$ cat src/rtl/gpio_bank_pkg.sv
package gpio_bank_pkg;
  localparam int SEL_W = 3;

  typedef enum logic [SEL_W-1:0] {
    SEL_OUT   = 3'd0,
    SEL_DIR   = 3'd1,
    SEL_BLINK = 3'd2,
    SEL_POL   = 3'd3,
    SEL_DIN   = 3'd4,
    SEL_CAUSE = 3'd5,
    SEL_EMASK = 3'd6,
    SEL_LMASK = 3'd7
  } reg_sel_e;
endpackage

$ cat src/rtl/gpio_line_sync.sv
module gpio_line_sync #(
  parameter int W = 32
) (
  input  logic         clk,
  input  logic         rst,
  input  logic [W-1:0] async_in,
  output logic [W-1:0] sync_out
);
  logic [W-1:0] stage1;

  always_ff @(posedge clk) begin
    if (rst) begin
      stage1   <= '0;
      sync_out <= '0;
    end else begin
      stage1   <= async_in;
      sync_out <= stage1;
    end
  end
endmodule

$ cat src/rtl/gpio_ctrl_regs.sv
module gpio_ctrl_regs
  import gpio_bank_pkg::*;
#(
  parameter int W = 32
) (
  input  logic             clk,
  input  logic             rst,
  input  logic             wr_en,
  input  logic [SEL_W-1:0] sel,
  input  logic [W-1:0]     wdata,
  input  logic [W-1:0]     din,
  input  logic [W-1:0]     cause,
  output logic [W-1:0]     out_q,
  output logic [W-1:0]     dir_q,
  output logic [W-1:0]     blink_q,
  output logic [W-1:0]     pol_q,
  output logic [W-1:0]     emask_q,
  output logic [W-1:0]     lmask_q,
  output logic             wr_cause,
  output logic [W-1:0]     rdata
);
  reg_sel_e sel_e;
  logic [W-1:0] rd_mux;

  assign sel_e    = reg_sel_e'(sel);
  assign wr_cause = wr_en && (sel_e == SEL_CAUSE);

  always_ff @(posedge clk) begin
    if (rst) begin
      out_q   <= '0;
      dir_q   <= '1;
      blink_q <= '0;
      pol_q   <= '0;
      emask_q <= '0;
      lmask_q <= '0;
    end else if (wr_en) begin
      case (sel_e)
        SEL_OUT:   out_q   <= wdata;
        SEL_DIR:   dir_q   <= wdata;
        SEL_BLINK: blink_q <= wdata;
        SEL_POL:   pol_q   <= wdata;
        SEL_EMASK: emask_q <= wdata;
        SEL_LMASK: lmask_q <= wdata;
        default:   ;
      endcase
    end
  end

  always_comb begin
    case (sel_e)
      SEL_OUT:   rd_mux = out_q;
      SEL_DIR:   rd_mux = dir_q;
      SEL_BLINK: rd_mux = blink_q;
      SEL_POL:   rd_mux = pol_q;
      SEL_DIN:   rd_mux = din;
      SEL_CAUSE: rd_mux = cause;
      SEL_EMASK: rd_mux = emask_q;
      default:   rd_mux = lmask_q;
    endcase
  end

  always_ff @(posedge clk) begin
    if (rst) rdata <= '0;
    else     rdata <= rd_mux;
  end
endmodule

$ cat src/rtl/gpio_irq_unit.sv
module gpio_irq_unit #(
  parameter int W    = 32,
  parameter int GRP  = 8,
  localparam int NGRP = W / GRP
) (
  input  logic            clk,
  input  logic            rst,
  input  logic [W-1:0]    din,
  input  logic            wr_cause,
  input  logic [W-1:0]    wdata,
  input  logic [W-1:0]    emask,
  input  logic [W-1:0]    lmask,
  output logic [W-1:0]    rise,
  output logic [W-1:0]    cause_q,
  output logic [NGRP-1:0] irq_q
);
  logic [W-1:0]    din_prev;
  logic [W-1:0]    src;
  logic [NGRP-1:0] grp_any;

  assign rise = din & ~din_prev;
  assign src  = (din & lmask) | (cause_q & emask);

  for (genvar g = 0; g < NGRP; g++) begin : g_group
    assign grp_any[g] = |src[g*GRP +: GRP];
  end

  always_ff @(posedge clk) begin
    if (rst) begin
      din_prev <= '0;
      cause_q  <= '0;
      irq_q    <= '0;
    end else begin
      din_prev <= din;
      cause_q  <= (wr_cause ? (cause_q & wdata) : cause_q) | rise;
      irq_q    <= grp_any;
    end
  end
endmodule

$ cat src/rtl/gpio_bank_irq.sv
module gpio_bank_irq
  import gpio_bank_pkg::*;
#(
  parameter int NLINES = 32,
  parameter int GRP    = 8,
  localparam int NGRP   = NLINES / GRP,
  localparam int ADDR_W = SEL_W + 2
) (
  input  logic              clk,
  input  logic              rst,
  input  logic [ADDR_W-1:0] bus_addr,
  input  logic              bus_wr,
  input  logic [NLINES-1:0] bus_wdata,
  output logic [NLINES-1:0] bus_rdata,
  input  logic [NLINES-1:0] pin_in,
  input  logic              blink_clk,
  output logic [NLINES-1:0] pad_out,
  output logic [NLINES-1:0] pad_oe,
  output logic [NGRP-1:0]   irq_grp
);
  logic [NLINES-1:0] pin_sync, din;
  logic [NLINES-1:0] out_q, dir_q, blink_q, pol_q, emask_q, lmask_q;
  logic [NLINES-1:0] cause_q, rise;
  logic [SEL_W-1:0]  sel;
  logic              wr_cause;
  logic [1:0]        addr_lsb;

  assign sel      = bus_addr[ADDR_W-1:2];
  assign addr_lsb = bus_addr[1:0];
  assign din      = pin_sync ^ pol_q;

  gpio_line_sync #(.W(NLINES)) u_sync (
    .clk(clk), .rst(rst), .async_in(pin_in), .sync_out(pin_sync)
  );

  gpio_ctrl_regs #(.W(NLINES)) u_regs (
    .clk(clk), .rst(rst),
    .wr_en(bus_wr && (addr_lsb == 2'b00)), .sel(sel), .wdata(bus_wdata),
    .din(din), .cause(cause_q),
    .out_q(out_q), .dir_q(dir_q), .blink_q(blink_q), .pol_q(pol_q),
    .emask_q(emask_q), .lmask_q(lmask_q),
    .wr_cause(wr_cause), .rdata(bus_rdata)
  );

  gpio_irq_unit #(.W(NLINES), .GRP(GRP)) u_irq (
    .clk(clk), .rst(rst), .din(din),
    .wr_cause(wr_cause), .wdata(bus_wdata),
    .emask(emask_q), .lmask(lmask_q),
    .rise(rise), .cause_q(cause_q), .irq_q(irq_grp)
  );

  always_ff @(posedge clk) begin
    if (rst) begin
      pad_oe  <= '0;
      pad_out <= '0;
    end else begin
      pad_oe  <= ~dir_q;
      pad_out <= out_q ^ (blink_q & {NLINES{blink_clk}});
    end
  end
endmodule

$ cat config.mk
export PLATFORM = sky130hd
export DESIGN_NAME = gpio_bank_irq
export DESIGN_NICKNAME = d
export VERILOG_FILES = /design/src/rtl/gpio_bank_pkg.sv /design/src/rtl/gpio_line_sync.sv /design/src/rtl/gpio_ctrl_regs.sv /design/src/rtl/gpio_irq_unit.sv /design/src/rtl/gpio_bank_irq.sv
export SDC_FILE = /design/constraint.sdc
export NUM_CORES = 1
export LEC_CHECK = 0
export BUFFER_PORTS_ARGS = -buffer_cell sky130_fd_sc_hd__clkbuf_2
export CORE_ASPECT_RATIO = 0.9
export CORE_MARGIN = 3
export CORE_UTILIZATION = 45
export DETAILED_ROUTE_END_ITERATION = 8
export PLACE_DENSITY = 0.74
export SETUP_SLACK_MARGIN = 0.2
export SYNTH_ARGS = -nofsm -noshare
export SYNTH_HDL_FRONTEND = slang
export SYNTH_HIERARCHICAL = 1
export SYNTH_SLANG_ARGS = --single-unit
$ cat constraint.sdc
create_clock -name clk -period 2.1 [get_ports clk]
set_input_delay 0.105 -clock clk [delete_from_list [all_inputs] [get_ports clk]]
set_output_delay 0.105 -clock clk [all_outputs]
set_load 0.005 [all_outputs]
==> impl_metrics.csv, run 1 <==
group,metric,value,unit
run_status,status,"finished, final reports clean",
timing,period_share,77.3,%
clocking,cts-htree-levels,2,
finish,finalInstanceArea,20000,um^2
clocking,numCtsBuffers,43,
yosys,synth_area_leaders,"dfxtp_1 50%, nand2_1 8.6%, a21oi_1 7.6%",
yosys,async_flop_share,0,%
setup_path,r2r-start,"u_regs/pol_q[11]$_SDFFE_PP0P_",
placement,gp_congestion,0.909,
clocking,clk_pin_slew,60,ps
grt,grt_pass1_vias,14100,
routing,wl_per_cell,20.0,um
setup_path,r2r_cells,5,
finish,drive_above_1_share,20.5,%
yosys,synth_top_area_share,50.4,%
routing,drcViolationCount,0,
setup_path,path_max_fanout,19,
yosys,syn_nets,1886,
finish,syn2layout_area_growth,19.8,%
die,pin_count,173,
clocking,cts_tree,"yes",
clocking,root_buffer,"clkbuf_16",
timing,fmax,616,MHz
placement,io_buffers,172,
die,start_util,45.9,%
placement,hpwl,32.6,mm
timing,setup_violations,0,
clocking,insertion_delay,540,ps
die,die-area,39400,um^2
yosys,yosysTopAreaCell,"dfxtp_1",
yosys,yosys_warnings,6,
die,fp.coreArea,36300,um^2
flow_run,max_cap_viol_count,0,
placement,dpl_cell_area,17900,um^2
setup_path,crit_path_start_kind,"input pin",
clocking,clock-sinks,420,
placement,dp_cells,2387,
timing,rsz0062_at_grt,"no",
routing,drtIter0Drc,1380,
timing,tightest_slew,1290,ps
setup_path,cp_slowest_cell,"nor2b_2",
setup_path,worst-setup-path-type,"input pin to flop",
timing,setup_tns,0,ps
min_path,worstHoldEndpoint,"u_sync/stage1[22]$_SDFF_PP0_",
setup_path,rr_endpoint,"u_irq/irq_q[1]$_SDFF_PP0_",
routing,drtPass1Iterations,5,
finish,layout_commonest_cell,"dfxtp_1",
yosys,avgSynthCellArea,9.19,um^2
finish,final_cell_mix,"420 x dfxtp_1, 384 x nand2_1, 252 x a21oi_1",
timing,skew,14.1,ps
routing,vias,14300,
finish,fin_nets,2093,
grt,globalRouteTotalUtil,24.9,%
min_path,hold_path.startpoint,"rst",
grt,grt_max_degree,82,
die,rows,66,
timing,period_needed,1620,ps
yosys,synth.yosys.seq_area_share,50.4,%
die,die_y,189,um
routing,ant_nets,0,
finish,fill_cells,3201,
clocking,clock_path_buffers,3,
power_and_ir_drop,peakVddDrop,0.563,mV
setup_path,endpoint_kind,"flop",
yosys,yosysUniqueCellTypes,48,
setup_path,cp.arrival,2110,ps
routing,viasPerCell,5.68,
grt,grt_pass1_wl,78.8,mm
finish,stdcell_count,2527,
setup_path,cp_num_buf_inv,2,
setup_path,r2r_slack,580,ps
yosys,synth-edff-count,0,
routing,finalWirelength,50.6,mm
setup_path,cp.required,2580,ps
setup_path,max_stage_delay,1010,ps
setup_path,crit_path_cell_trace,"clkbuf_2, nor2b_2, buf_4, a221oi_1, a21oi_1, o221a_1",
power_and_ir_drop,power_density,859,nW/um^2
power_and_ir_drop,leakage,7.51,nW
min_path,worstHoldPathCells,2,
yosys,postSynthCellCount,1813,
setup_path,critical_path.top_delay_family,"simple AND/OR/NAND/NOR gates",
die,fp.dieW,209,um
timing,hold_viol,0,
timing,slew_headroom,13.8,%
yosys,syn_area,16700,um^2
yosys,ys_seq_elements,420,
finish,antenna_cells_inserted,0,
grt,overflow,0,
yosys,ys.flop_type,"dfxtp_1",
min_path,hp-class,"input pin to flop",
timing,drv_slew,0,
grt,antenna_found_initial,0,
clocking,post_cts_buffers,0,
==> logic make-up after synthesis <==
logic type	share of synthesized area, %
simple gates	20.8
compound gates	19.5
flops	50.4
buf+inv	4.87
mux	2.70
xor+xnor	1.68
==> through the flow <==
step | hold slack, ps | utilization, % | setup slack, ps | total power, mW
6_report | 3.52 | 55.0 | 477 | 17.2
2_1_floorplan | 233 | - | 396 | 9.12
3_3_place_gp | 315 | 49.3 | 147 | 9.53
4_1_cts | 10.7 | 55.0 | 586 | 17.3
3_5_place_dp | 317 | 49.3 | 78.4 | 9.56
5_1_grt | 5.23 | 55.0 | 540 | 17.7
==> worst max path at each step <==
| stage | to | slack, ps | start | depth (start not counted) |
|---|---|---|---|---|
| finish | u_regs/rdata[18]$_SDFF_PP0_ | 480 | bus_addr[3] | 6 |
| global route | u_irq/irq_q[3]$_SDFF_PP0_ | 540 | u_regs/pol_q[27]$_SDFFE_PP0P_ | 5 |
| CTS | u_irq/irq_q[1]$_SDFF_PP0_ | 590 | u_regs/pol_q[11]$_SDFFE_PP0P_ | 5 |
| floorplan | u_regs/dir_q[10]$_SDFFE_PP1P_ | 400 | bus_addr[1] | 6 |
| detailed placement | u_regs/rdata[18]$_SDFF_PP0_ | 80 | bus_addr[3] | 6 |
| global placement | u_regs/rdata[22]$_SDFF_PP0_ | 150 | bus_addr[3] | 6 |
==> repair_timing <==
item	4_1_cts	5_1_grt
hold endpoints to repair	226	0
resized for setup	0	0
hold buffers	64	0
==> cell type report <==
| class | instances | area (um^2) | area share, % |
|---|---|---|---|
| sequential | 420 | 8410 | 42.1 |
| multi-input combinational | 1254 | 7470 | 37.4 |
| timing repair buffer | 298 | 2070 | 10.3 |
| clock buffer | 68 | 1330 | 6.67 |
| tap | 476 | 596 | 2.98 |
| clock inverter | 8 | 93.8 | 0.470 |
| inverter | 3 | 11.3 | 0.0564 |
==> synth_stat cells, types with 7 or more instances <==
cell      count
dfxtp_1     420
nand2_1     384
nor2_1       70
a221oi_1     60
buf_4        12
nand2b_1     33
o221a_1      20
nor2b_1      76
mux2i_1      36
a22o_1       16
mux2_2        7
nand3_1      19
nand3b_1     39
a21oi_2      28
a22oi_1      12
a21bo_1      28
nor2b_2      60
buf_2        58
xor2_1       32
clkbuf_1     42
a31oi_1      28
buf_6        20
a21oi_1     252
==> layer usage <==
| metal | routed length [um] | GRT usage (%) | up-vias |
|---|---|---|---|
| li1 | - | - | 6642 |
| met1 | 20800 | 33.3 | 6782 |
| met2 | 23200 | 40.2 | 776 |
| met5 | 0 | 0 | - |
| met4 | 1880 | 9.79 | 0 |
| met3 | 4730 | 4.23 | 148 |
==> where the power goes <==
part | switching, mW | internal [mW]
sequential | 0.125 | 8.16
clock | 3.08 | 4.58
combinational | 0.725 | 0.496
total | 3.93 | 13.2
Power figures use the tool's default switching activity.
==> inputs of run 2 (changes only) <==
- ABC_AREA: not set -> 1
- clock period: 2.1 -> 1.65 ns (I/O delays scaled with it)
==> run 2 against run 1 <==
Against the previous run: total power rose by 29%; critical path type unchanged; flip-flop and latch count stayed put; routed wire length fell by 0.78%; highest routed layer unchanged; largest cell class unchanged.
==> impl_metrics.csv, run 2 <==
group,metric,value,unit
routing,ant_nets,0,
finish,drive_above_1_share,13.0,%
yosys,syn_area,16900,um^2
clocking,cts.repair.resized,0,
yosys,postSynthCellCount,2299,
flow_run,max_cap_viol_count,0,
setup_path,cp.arrival,1840,ps
grt,grt_pass1_wl,79.8,mm
finish,layout_commonest_cell,"dfxtp_1",
finish,antenna_cells_inserted,0,
timing,hold_viol,0,
setup_path,r2r-start,"u_regs/pol_q[14]$_SDFFE_PP0P_",
timing,setup_violations,0,
power_and_ir_drop,power_density,1090,nW/um^2
grt,globalRouteTotalUtil,24.4,%
yosys,async_flop_share,0,%
setup_path,cp.required,2100,ps
yosys,synth_area_leaders,"dfxtp_1 50%, nor2_1 9.0%, nand2_1 8.7%",
timing,drv_slew,0,
clocking,cts_hold_buf,65,
die,die-area,39900,um^2
clocking,cts-htree-levels,2,
timing,fmax,717,MHz
yosys,synth_most_common_cell,"dfxtp_1",
clocking,post_cts_buffers,0,
yosys,syn_nets,2372,
yosys,yosysUniqueCellTypes,23,
placement,gp_congestion,0.877,
die,fp.coreArea,36600,um^2
power_and_ir_drop,switching_power,5.20,mW
grt,grt_max_degree,133,
setup_path,path_max_fanout,55,
setup_path,endpoint_kind,"flop",
setup_path,rr_endpoint,"u_irq/irq_q[1]$_SDFF_PP0_",
finish,final_cell_mix,"420 x dfxtp_1, 406 x nor2_1, 392 x nand2_1",
yosys,ys_seq_elements,420,
run_status,status,"finished, final reports clean",
yosys,yosysTopAreaCell,"dfxtp_1",
clocking,clk_pin_slew,60,ps
routing,wl_per_cell,16.8,um
yosys,synth_common_cells,"420 x dfxtp_1, 406 x nor2_1, 392 x nand2_1",
timing,skew,10.2,ps
setup_path,r2r_slack,410,ps
routing,viasPerCell,5.38,
die,start_util,46.2,%
clocking,insertion_delay,550,ps
timing,period_share,84.5,%
routing,finalWirelength,50.2,mm
power_and_ir_drop,power_switching_share,23.5,%
setup_path,endpoint,"u_regs/rdata[29]$_SDFF_PP0_",
grt,grt_pass1_vias,15200,
die,pin_count,173,
power_and_ir_drop,peakVddDrop,0.722,mV
routing,drcViolationCount,0,
finish,fin_nets,2557,
timing,tightest_slew,734,ps
finish,fill_cells,3358,
routing,vias,16100,
timing,rsz0062_at_grt,"no",
power_and_ir_drop,power,22.1,mW
placement,hpwl,31.7,mm
clocking,root_buffer,"clkbuf_16",
setup_path,crit_start,"rst",
timing,setup_tns,0,ps
power_and_ir_drop,p_clk_share,45.0,%
setup_path,r2r_cells,7,
setup_path,crit_path_start_kind,"input pin",
timing,slew_headroom,51.1,%
yosys,synth_top_area_share,49.8,%
placement,io_buffers,172,
yosys,ys.flop_type,"dfxtp_1",
setup_path,worst-setup-path-type,"input pin to flop",
clocking,clock-sinks,420,
grt,antenna_found_initial,0,
power_and_ir_drop,p_int,16.9,mW
yosys,yosys_warnings,6,
routing,drtIter0Drc,1735,
yosys,avgSynthCellArea,7.35,um^2
power_and_ir_drop,p_comb_share,7.3,%
die,fp.dieW,210,um
die,die_y,190,um
timing,period_needed,1400,ps
yosys,synth-edff-count,0,
grt,overflow,0,
power_and_ir_drop,leakage,9.24,nW
finish,syn2layout_area_growth,20.6,%
power_and_ir_drop,p_seq_share,47.7,%
clocking,clock_path_buffers,3,
die,rows,66,
min_path,hp-class,"input pin to flop",
clocking,cts_tree,"yes",
routing,drtPass1Iterations,6,
clocking,numCtsBuffers,42,
yosys,synth.yosys.seq_area_share,49.8,%
## run 2: worst min path at each step
stage	from	to	slack, ps	cells past startpoint
finish	bus_addr[4]	u_regs/rdata[14]$_SDFF_PP0_	80	5
floorplan	pin_in[0]	u_sync/stage1[0]$_SDFF_PP0_	190	2
global route	bus_addr[4]	u_regs/rdata[14]$_SDFF_PP0_	100	5
CTS	bus_addr[4]	u_regs/rdata[14]$_SDFF_PP0_	50	5
detailed placement	pin_in[15]	u_sync/stage1[15]$_SDFF_PP0_	280	3
global placement	pin_in[13]	u_sync/stage1[13]$_SDFF_PP0_	280	3
## run 2: cells by family (layout without fill, tap and decap cells)
family                    Yosys count  count (layout)  synth area share [%]
xor gates and xnor gates           32              32                  1.66
AOI/OAI and AO/OA                 384             384                  11.4
buffers and inverters             363             580                  9.63
DFF                               420             420                  49.8
and+or+nand+nor                  1100            1100                  27.6
## run 2: final cells by class
| class | count | area (um^2) | share of cell area (%) |
|---|---|---|---|
| flip-flops and latches | 420 | 8410 | 41.3 |
| clock inverters | 18 | 201 | 0.989 |
| clock buffers | 58 | 1250 | 6.16 |
| multi-input cells | 1516 | 6900 | 33.8 |
| well taps | 476 | 596 | 2.92 |
| repair buffers | 301 | 2250 | 11.1 |
| inverters | 203 | 767 | 3.76 |
## run 2: metrics by stage
stage | hold slack [ps] | area, um^2 | cells | util (%) | setup slack (ps)
final | 81.8 | 20400 | 2992 | 55.7 | 255
after CTS | 50.2 | 20400 | 2992 | 55.7 | 362
after global routing | 105 | 20400 | 2992 | 55.7 | 239
after global placement | 279 | 18300 | 2851 | 49.9 | 83.5
after detailed placement | 283 | 18300 | 2851 | 49.9 | 64.1
after floorplan | 189 | 16900 | 2299 | - | 234
## run 2: worst max-delay path, stage by stage
cell           delay (ps)
dlygate4sd3_1         600
buf_6                 160
inv_4                 290
buf_12                270
o21ai_0               150
a21oi_1               230
## run 2: power groups by stage
stage	Combinational (mW)	Sequential (mW)	Clock (mW)
after floorplan	0.898	10.7	0
after global placement	1.43	10.8	0
after detailed placement	1.46	10.8	0
after CTS	1.59	10.6	10.1
after global routing	1.77	10.6	10.5
final	1.61	10.6	9.95
## run 2: metal layers
metal	track usage (%)	up-vias	wire (um)
met4	8.32	0	1400
met5	0	-	0
met1	33.6	7390	21200
met3	4.01	114	4790
met2	39.2	838	22700
li1	-	7756	-
